==> src/rtl/flit_pkg.sv <==
package flit_pkg;
  localparam int DATA_W = 64;
  localparam int CLS_W  = 3;
  localparam int SEQ_W  = 5;
  localparam int BODY_W = CLS_W + SEQ_W + DATA_W;
  localparam int CRC_W  = 8;
  localparam int FLIT_W = CRC_W + BODY_W;
  localparam logic [CRC_W-1:0] CRC_POLY = 8'h07;
  localparam logic [CLS_W-1:0] CLS_LAST = 3'd5;

  typedef struct packed {
    logic [CRC_W-1:0]  crc;
    logic [CLS_W-1:0]  cls;
    logic [SEQ_W-1:0]  seq;
    logic [DATA_W-1:0] data;
  } flit_t;

  function automatic logic [CRC_W-1:0] crc_of(input logic [BODY_W-1:0] body);
    logic [CRC_W-1:0] r;
    logic fb;
    r = '0;
    for (int i = BODY_W - 1; i >= 0; i--) begin
      fb = r[CRC_W-1] ^ body[i];
      r  = {r[CRC_W-2:0], 1'b0};
      if (fb) r = r ^ CRC_POLY;
    end
    return r;
  endfunction

  function automatic logic cls_reserved(input logic [CLS_W-1:0] c);
    return c > CLS_LAST;
  endfunction

  function automatic flit_t seal(input logic [BODY_W-1:0] body);
    flit_t f;
    f = flit_t'({crc_of(body), body});
    return f;
  endfunction
endpackage

==> src/rtl/flit_tx.sv <==
module flit_tx
  import flit_pkg::*;
#(
  parameter int DEPTH = 8
) (
  input  logic                        clk,
  input  logic                        rst_n,
  input  logic                        in_valid,
  output logic                        in_ready,
  input  logic [CLS_W-1:0]            in_cls,
  input  logic [DATA_W-1:0]           in_data,
  output logic                        flit_valid,
  output logic [FLIT_W-1:0]           flit,
  input  logic                        ctl_valid,
  input  logic                        ctl_retry,
  input  logic [SEQ_W-1:0]            ctl_seq,
  output logic [$clog2(DEPTH+1)-1:0]  occ,
  output logic                        replaying
);
  localparam int IW = $clog2(DEPTH);
  localparam int CW = $clog2(DEPTH + 1);

  logic [SEQ_W-1:0]  head_q, next_q, send_q;
  logic [BODY_W-1:0] keep_q [DEPTH];
  logic [SEQ_W-1:0]  held, ctl_off, send_off;
  logic              in_win, retry_hit, ack_hit, full, accept, replay_go;
  logic [BODY_W-1:0] body;

  always_comb begin
    held      = next_q - head_q;
    ctl_off   = ctl_seq - head_q;
    send_off  = send_q - head_q;
    in_win    = ctl_off <= held;
    retry_hit = ctl_valid && ctl_retry && in_win;
    ack_hit   = ctl_valid && !ctl_retry && in_win;
    full      = held == SEQ_W'(DEPTH);
    replaying = send_q != next_q;
    in_ready  = !full && !replaying && !retry_hit;
    accept    = in_valid && in_ready;
    replay_go = replaying && !retry_hit;
    body      = accept ? {in_cls, next_q, in_data} : keep_q[send_q[IW-1:0]];
    occ       = CW'(held);
  end

  always_ff @(posedge clk) begin
    if (accept) keep_q[next_q[IW-1:0]] <= body;
  end

  always_ff @(posedge clk) begin
    if (accept || replay_go) flit <= seal(body);
  end

  always_ff @(posedge clk) begin
    if (!rst_n) begin
      head_q     <= '0;
      next_q     <= '0;
      send_q     <= '0;
      flit_valid <= 1'b0;
    end else begin
      flit_valid <= accept || replay_go;
      if (accept) next_q <= next_q + 1'b1;
      if (retry_hit) begin
        head_q <= ctl_seq;
        send_q <= ctl_seq;
      end else begin
        if (accept || replay_go) send_q <= send_q + 1'b1;
        if (ack_hit) begin
          head_q <= ctl_seq;
          if (ctl_off > send_off) send_q <= ctl_seq;
        end
      end
    end
  end
endmodule

==> src/rtl/flit_rx.sv <==
module flit_rx
  import flit_pkg::*;
(
  input  logic              clk,
  input  logic              rst_n,
  input  logic              flit_valid,
  input  logic [FLIT_W-1:0] flit,
  output logic              out_valid,
  output logic [CLS_W-1:0]  out_cls,
  output logic [DATA_W-1:0] out_data,
  output logic              cls_err,
  output logic              ctl_valid,
  output logic              ctl_retry,
  output logic [SEQ_W-1:0]  ctl_seq,
  output logic [SEQ_W-1:0]  exp_seq,
  output logic              crc_bad
);
  flit_t f;
  logic  good, in_order, deliver, reserved;

  always_comb begin
    f        = flit_t'(flit);
    reserved = cls_reserved(f.cls);
    crc_bad  = flit_valid && (f.crc != crc_of(flit[BODY_W-1:0]));
    good     = flit_valid && !crc_bad;
    in_order = good && (f.seq == exp_seq);
    deliver  = in_order && !reserved;
  end

  always_ff @(posedge clk) begin
    if (deliver) begin
      out_cls  <= f.cls;
      out_data <= f.data;
    end
  end

  always_ff @(posedge clk) begin
    if (!rst_n) begin
      exp_seq   <= '0;
      out_valid <= 1'b0;
      cls_err   <= 1'b0;
      ctl_valid <= 1'b0;
      ctl_retry <= 1'b0;
      ctl_seq   <= '0;
    end else begin
      out_valid <= deliver;
      cls_err   <= good && reserved;
      ctl_valid <= crc_bad || in_order;
      ctl_retry <= crc_bad;
      ctl_seq   <= crc_bad ? exp_seq : exp_seq + 1'b1;
      if (in_order) exp_seq <= exp_seq + 1'b1;
    end
  end
endmodule

==> src/rtl/flit_link.sv <==
module flit_link
  import flit_pkg::*;
#(
  parameter int DEPTH = 8
) (
  input  logic              clk,
  input  logic              rst_n,
  input  logic              in_valid,
  output logic              in_ready,
  input  logic [2:0]        in_cls,
  input  logic [63:0]       in_data,
  output logic              tx_flit_valid,
  output logic [79:0]       tx_flit,
  input  logic              rx_flit_valid,
  input  logic [79:0]       rx_flit,
  output logic              rx_out_valid,
  output logic [2:0]        rx_out_cls,
  output logic [63:0]       rx_out_data,
  output logic              rx_cls_err,
  input  logic              ret_in_valid,
  input  logic              ret_in_retry,
  input  logic [4:0]        ret_in_seq,
  output logic              ret_out_valid,
  output logic              ret_out_retry,
  output logic [4:0]        ret_out_seq
);
  localparam int CW = $clog2(DEPTH + 1);

  logic [CW-1:0]    tx_occ;
  logic             tx_replay;
  logic [SEQ_W-1:0] rx_exp;
  logic             rx_crc_bad;

  flit_tx #(.DEPTH(DEPTH)) u_tx (
    .clk(clk), .rst_n(rst_n),
    .in_valid(in_valid), .in_ready(in_ready), .in_cls(in_cls), .in_data(in_data),
    .flit_valid(tx_flit_valid), .flit(tx_flit),
    .ctl_valid(ret_in_valid), .ctl_retry(ret_in_retry), .ctl_seq(ret_in_seq),
    .occ(tx_occ), .replaying(tx_replay)
  );

  flit_rx u_rx (
    .clk(clk), .rst_n(rst_n),
    .flit_valid(rx_flit_valid), .flit(rx_flit),
    .out_valid(rx_out_valid), .out_cls(rx_out_cls), .out_data(rx_out_data),
    .cls_err(rx_cls_err),
    .ctl_valid(ret_out_valid), .ctl_retry(ret_out_retry), .ctl_seq(ret_out_seq),
    .exp_seq(rx_exp), .crc_bad(rx_crc_bad)
  );
endmodule

==> config.mk <==
export PLATFORM = sky130hd
export DESIGN_NAME = flit_link
export DESIGN_NICKNAME = d
export VERILOG_FILES = /design/src/rtl/flit_pkg.sv /design/src/rtl/flit_tx.sv /design/src/rtl/flit_rx.sv /design/src/rtl/flit_link.sv
export SDC_FILE = /design/constraint.sdc
export NUM_CORES = 1
export LEC_CHECK = 0
export ABC_CLOCK_PERIOD_IN_PS = 25200
export BUFFER_PORTS_ARGS = -buffer_cell sky130_fd_sc_hd__buf_2
export CAP_MARGIN = 25
export CORE_ASPECT_RATIO = 1.25
export CORE_MARGIN = 4
export CORE_UTILIZATION = 50
export DETAILED_ROUTE_END_ITERATION = 7
export PLACE_DENSITY_LB_ADDON = 0.05
export SKIP_LAST_GASP = 1
export SYNTH_ARGS = -nofsm -noshare
export SYNTH_HDL_FRONTEND = slang
export SYNTH_SLANG_ARGS = --single-unit
==> constraint.sdc <==
create_clock -name clk -period 25.2 [get_ports clk]
set_clock_uncertainty 0.2 [all_clocks]
set_input_delay 6.3 -clock clk [delete_from_list [all_inputs] [get_ports clk]]
set_output_delay 6.3 -clock clk [all_outputs]
set_load 0.01 [all_outputs]
Word-level counts from Yosys, hierarchy flattened
Memory sizes are Yosys's and may differ from the RTL's. A register that Yosys moved wholly into a read port is not among the register bits.
Index checks and enable logic that the tools add are counted.
{"block": "word_totals", "mem_bits_rw": 576, "romBits": 0, "output_inout_bits": 158, "latch_bits": 0, "elab_cells": 560, "regBits": 177, "input_bits": 158, "mem_count": 1}
{"memory": "u_tx.keep_q", "depth": 8, "width": 72, "rd": 1, "rd_clocked_by_memory_dff": 1, "wr": 1, "line": "flit_tx.sv:24", "text": "logic [BODY_W-1:0] keep_q [DEPTH];"}
{"block": "op_classes", "div_mod_pow": 0, "bitwise": 284, "order_cmp": 3, "reduce_logical": 22, "n_mux": 226, "mul": 0, "eq_ne": 4, "n_addsub": 6, "shifts": 0}
{"operator": "$mux 8", "count": 71}
{"operator": "$mux 3", "count": 145}
{"operator": "$not 3->3", "count": 142}
{"operator": "$xor 1x1->1", "count": 137}
{"operator": "$mux 72", "count": 1}
{"operator": "$mux 5", "count": 7}
{"operator": "$add 5x1->5 const B", "count": 3}
{"operator": "$sub 5x5->5", "count": 3}
{"operator": "$logic_and 1x1->1", "count": 13}
{"operator": "$ne 8x8->1", "count": 1}
{"operator": "$logic_not 1->1", "count": 6}
{"operator": "$eq 5x4->1 const B", "count": 1}
{"operator": "$eq 5x5->1", "count": 1}
{"operator": "$gt 5x5->1", "count": 1}
{"operator": "$le 5x5->1", "count": 1}
{"operator": "$ne 5x5->1", "count": 1}
{"operator": "$xor 1x1->1 const A", "count": 5}
{"operator": "$gt 3x3->1 const B", "count": 1}
{"operator": "$logic_or 1x1->1", "count": 2}
{"operator": "$mux 1", "count": 2}
{"operator": "$reduce_bool 2->1", "count": 1}

Logic depth before layout (Yosys ltp)
{"block": "logic_depth", "ltp_word": 221, "depth_mapped": 28, "mapped_depth_nobuf": 22}

Hierarchy
Synthesis repeated with hierarchy kept, for this count alone.
{"block": "hier_totals", "cells_unflattened": 2012, "hier_area_um2": 35876.9}
{"mod": "flit_tx", "cells_per_inst": 1664, "area_each_um2": 30344.1, "instances": 1}
{"mod": "flit_rx", "cells_per_inst": 348, "area_each_um2": 5532.8, "instances": 1}

Least setup slack after synthesis
Ideal clock, no wire load.
{"block": "synth_timing", "kind": "in2reg", "start": "input port ret_in_seq[0]", "end": "memory u_tx.keep_q[0][0] (netlist bit) (enable)", "arrival_time_ns": 17.075, "stages": 22, "t_required_ns": 24.321, "path_slack_ns": 7.245, "n_path_buf": 8, "setup_time_ns": 0.679, "path_cell_list": "inv_1 -> ha_1 -> inv_1 -> fa_1 -> a21o_1 -> a21oi_1 -> xnor2_1 -> ha_1 -> o21a_1 -> o32ai_1 -> o21ai_2 -> o32ai_1 -> or2_1 -> clkbuf_1 -> buf_2 -> buf_2 -> buf_4 -> buf_1 -> buf_1 -> clkbuf_1 -> clkbuf_1 -> nor4_1"}
{"block": "synth_via", "elab_chain_cells": 8}
{"item": "start, declared", "line": "flit_link.sv:22", "text": "input logic [4:0] ret_in_seq,"}
{"item": "$sub 5x5->5", "line": "flit_tx.sv:31", "text": "ctl_off = ctl_seq - head_q;"}
{"item": "$le 5x5->1", "line": "flit_tx.sv:33", "text": "in_win = ctl_off <= held;"}
{"item": "$logic_and 1x1->1", "line": "flit_tx.sv:34", "text": "retry_hit = ctl_valid && ctl_retry && in_win;"}
{"item": "$logic_not 1->1", "line": "flit_tx.sv:38", "text": "in_ready = !full && !replaying && !retry_hit;"}
{"item": "$logic_and 1x1->1", "line": "flit_tx.sv:38"}
{"item": "$logic_and 1x1->1", "line": "flit_tx.sv:39", "text": "accept = in_valid && in_ready;"}
{"item": "$mux 1", "line": "flit_tx.sv:46", "text": "if (accept) keep_q[next_q[IW-1:0]] <= body;"}
{"item": "$mux 1 (implied by the code)", "line": "flit_tx.sv:46"}
{"item": "end, declared", "line": "flit_tx.sv:24"}
No other way between the ends.

Worst setup path in the final report
{"block": "layout_timing", "start": "input port ret_in_seq[0]", "end": "output port in_ready"}
{"block": "layout_via", "elab_chain_cells": 5}
{"item": "$sub 5x5->5", "line": "flit_tx.sv:31"}
{"item": "$le 5x5->1", "line": "flit_tx.sv:33"}
{"item": "$logic_and 1x1->1", "line": "flit_tx.sv:34"}
{"item": "$logic_not 1->1", "line": "flit_tx.sv:38"}
{"item": "$logic_and 1x1->1", "line": "flit_tx.sv:38"}
{"item": "end, declared", "line": "flit_link.sv:9", "text": "output logic in_ready,"}
No other way between the ends.

==> flow_summary_export.csv <==
group,metric,value,unit
outcome,status,"finished clean",
logic_synthesis,synth_xor_area_frac,0.170,
floorplan,die_x,246,um
cts,cts_tree,"done",
place,dp_hpwl,59800,um
routing,finalWirelength,89700,um
logic_synthesis,netlist_top_cells_count,"723 x edfxtp_1, 297 x xnor2_1, 151 x mux4_2",
final_layout,area_growth,14.6,%
routing,drtPass1Iterations,5,
sta,hold_viol,0,
global_routing,grt_pass1_wl,132000,um
floorplan,die_h,306,um
logic_synthesis,synth_top_family_by_area,"XOR/XNOR gates",
cts,cts-root-buf,"clkbuf_16",
logic_synthesis,synth_area,35500,um2
sta,tns,0,ns
logic_synthesis,netlist.area_leader.share,0.611,
logic_synthesis,yosysSeqAreaShare,0.628,
critical_path,rrSetupSlack,16.86,ns
critical_path,crit_fanout,9,
logic_synthesis,synth_nets,2188,
worst_hold_path,hold_class,"flop to flop",
sta,setup_viol,0,
global_routing,gr-total-overflow,0,
cts,cts.sinks,753,
floorplan,io_pins,316,
logic_synthesis,ys.warnings.count,0,
cts,cts_hold_buf,0,
logic_synthesis,yosys.area_share.adder,0.0109,
critical_path,rr_worst_depth,23,
final_layout,multiInputGateArea,12800,um2
logic_synthesis,synth-simple-area-share,0.0266,
critical_path,r2r-end,"u_tx.flit[73]",
routing,drc,0,
critical_path,worstSetupPathType,"input pin to output port",
routing,drt_iter0_markers,1528,
logic_synthesis,ys_types,52,
floorplan,core_area,70500,um2
logic_synthesis,synth-compound-area-share,0.0204,
floorplan,rows,109,
routing,final_antenna_net_count,0,
global_routing,grt.total_usage,0.238,
global_routing,grt_antenna_before_repair,16,
place,dp_slack,9.50,ns
cts,post_cts_buffers,0,
place,port_buffers,315,
cts,clkLatencyLatePin,0.63,ns
logic_synthesis,netlist_instances,2001,
logic_synthesis,synth_area_leaders,"edfxtp_1 61%, mux4_2 9.6%, xnor2_1 7.3%",
critical_path,cp_data_arrival_time,9.24,ns
cts,ctsResizeCount,0,
logic_synthesis,synth_area_per_cell,17.7,um2
sta,drv_slew,0,
place,gp_congestion,0.866,
critical_path,endpoint_kind,"output port",
critical_path,start_kind,"input pin",
sta,finalCriticalPeriod,15.74,ns
final_layout,nets,2547,
critical_path,required,18.70,ns
global_routing,grt_max_degree,68,
critical_path,timing.rr.start,"u_tx.next_q[1]",
logic_synthesis,ys_ff_latch,753,
sta,rsz0062_at_grt,"no",
global_routing,first_global_vias,20041,
floorplan,fp.dieArea,75400,um2
sta,fmax,0.0635,GHz
logic_synthesis,synth.most_common_cell,"edfxtp_1",
floorplan,start_util,0.504,
critical_path,endpoint,"in_ready",
final_layout,n_fill_cell,5526,
logic_synthesis,synth.mux.area_fraction,0.130,
cts,clock_path_buffers,3,
logic_synthesis,synth_enable_flop_cells,723,
sta,finalWorstSetupSlack,9.46,ns
flow_run,drv_cap,0,
final_layout,drive_gt1_frac,0.286,
final_layout,post-route-util,0.577,
sta,finalCritPeriodShare,0.625,
logic_synthesis,async_reset_ff_frac,0,
final_layout,regArea,22300,um2
logic_synthesis,synthFlopType,"edfxtp_1",
critical_path,startpoint,"ret_in_seq[0]",
routing,vias_per_cell,5.57,
routing,wire_per_inst,26.6,um
sta,relSlewSlack,0.305,
routing,vias,18814,
cts,cts.clk_slew.worst_paths,0.06,ns
cts,numCtsBuffers,75,
cts,cts_max_level,3,
sta,tightest_slew,1.03,ns
logic_synthesis,yosys.area.top_type,"edfxtp_1",
## cells by family after synthesis
group | count (synthesis)
buf+inv | 101
flops | 753
xor+xnor | 519
compound gates | 123
mux | 265
simple gates | 211
fa+ha+maj | 29
## state kept, by name, indices dropped and copies added (netlist names), 3 cells and up
register / count
u_rx.ctl_seq: 5
u_rx.out_cls: 3
u_tx.keep_q: 576
u_rx.exp_seq: 5
u_tx.send_q: 5
u_rx.out_data: 64
u_tx.next_q: 5
u_tx.head_q: 5
u_tx.flit: 80
## cells in the final DEF (no fill, tap or decap), drive strengths merged, types with 9 or more instances in the layout
cell,n
buf,356
o21ai,25
ha,26
xor3,17
xnor2,304
nor3,11
mux2i,83
dfxtp,30
xor2,117
a21oi,63
nor2,79
inv,27
nand2,72
o22ai,18
or3,9
clkbuf,94
diode,11
mux4,151
clkinv,37
edfxtp,723
mux2,31
xnor3,81
## how the worst min path moves through the flow
stage / start / endpoint / slack [ns] / depth (start not counted)
after floorplan: u_tx.head_q[2] / u_tx.head_q[2] / 0.26 / 2
after global placement: u_tx.head_q[3] / u_tx.head_q[3] / 0.30 / 2
after detailed placement: u_tx.head_q[2] / u_tx.head_q[2] / 0.31 / 2
after CTS: u_tx.head_q[2] / u_tx.head_q[2] / 0.32 / 2
after global routing: u_tx.head_q[2] / u_tx.head_q[2] / 0.35 / 2
final: u_rx.exp_seq[4] / u_rx.exp_seq[4] / 0.32 / 2
## metal layers
metal  vias to the layer above  wire length [um]  share of wire  track usage
met5                         -                58        0.00065            0
met4                         8              1900          0.021       0.0686
met3                       110              4460          0.050       0.0339
met2                       520             45800           0.51        0.408
met1                      9808             37500           0.42        0.320
li1                       8368                 -              -            -
## critical path, cell delays in order
cell and delay (ns):
buf_2 0.14, inv_1 0.08, ha_1 0.14, inv_1 0.06
fa_1 0.41, a21o_1 0.18, a21oi_1 0.18, xnor2_1 0.12
ha_1 0.35, o21a_1 0.14, o32ai_1 0.10, o21ai_2 0.42
o32ai_1 0.17, buf_4 0.20, nor2b_1 0.11, buf_2 0.14
## area by class of cell
| class | count | share of cell area |
|---|---|---|
| repair buffers | 357 | 0.0464 |
| well taps | 943 | 0.0290 |
| clock inverters | 45 | 0.00907 |
| clock buffers | 93 | 0.0499 |
| flip-flops and latches | 753 | 0.549 |
| diodes | 11 | 0.000677 |
| multi-input cells | 1147 | 0.314 |
| inverters | 26 | 0.00240 |
## through the flow
stage / hold WS (ns) / cells / area, um2
floorplan: 0.263 / 2001 / 35500
global placement: 0.296 / 3223 / 38200
detailed placement: 0.305 / 3224 / 38200
CTS: 0.320 / 3362 / 40600
global route: 0.350 / 3372 / 40700
finish: 0.323 / 3375 / 40700
Power is left out: the tool's default activity adds up to more than one toggle a clock period on the data nets, which glitch-free logic cannot reach.
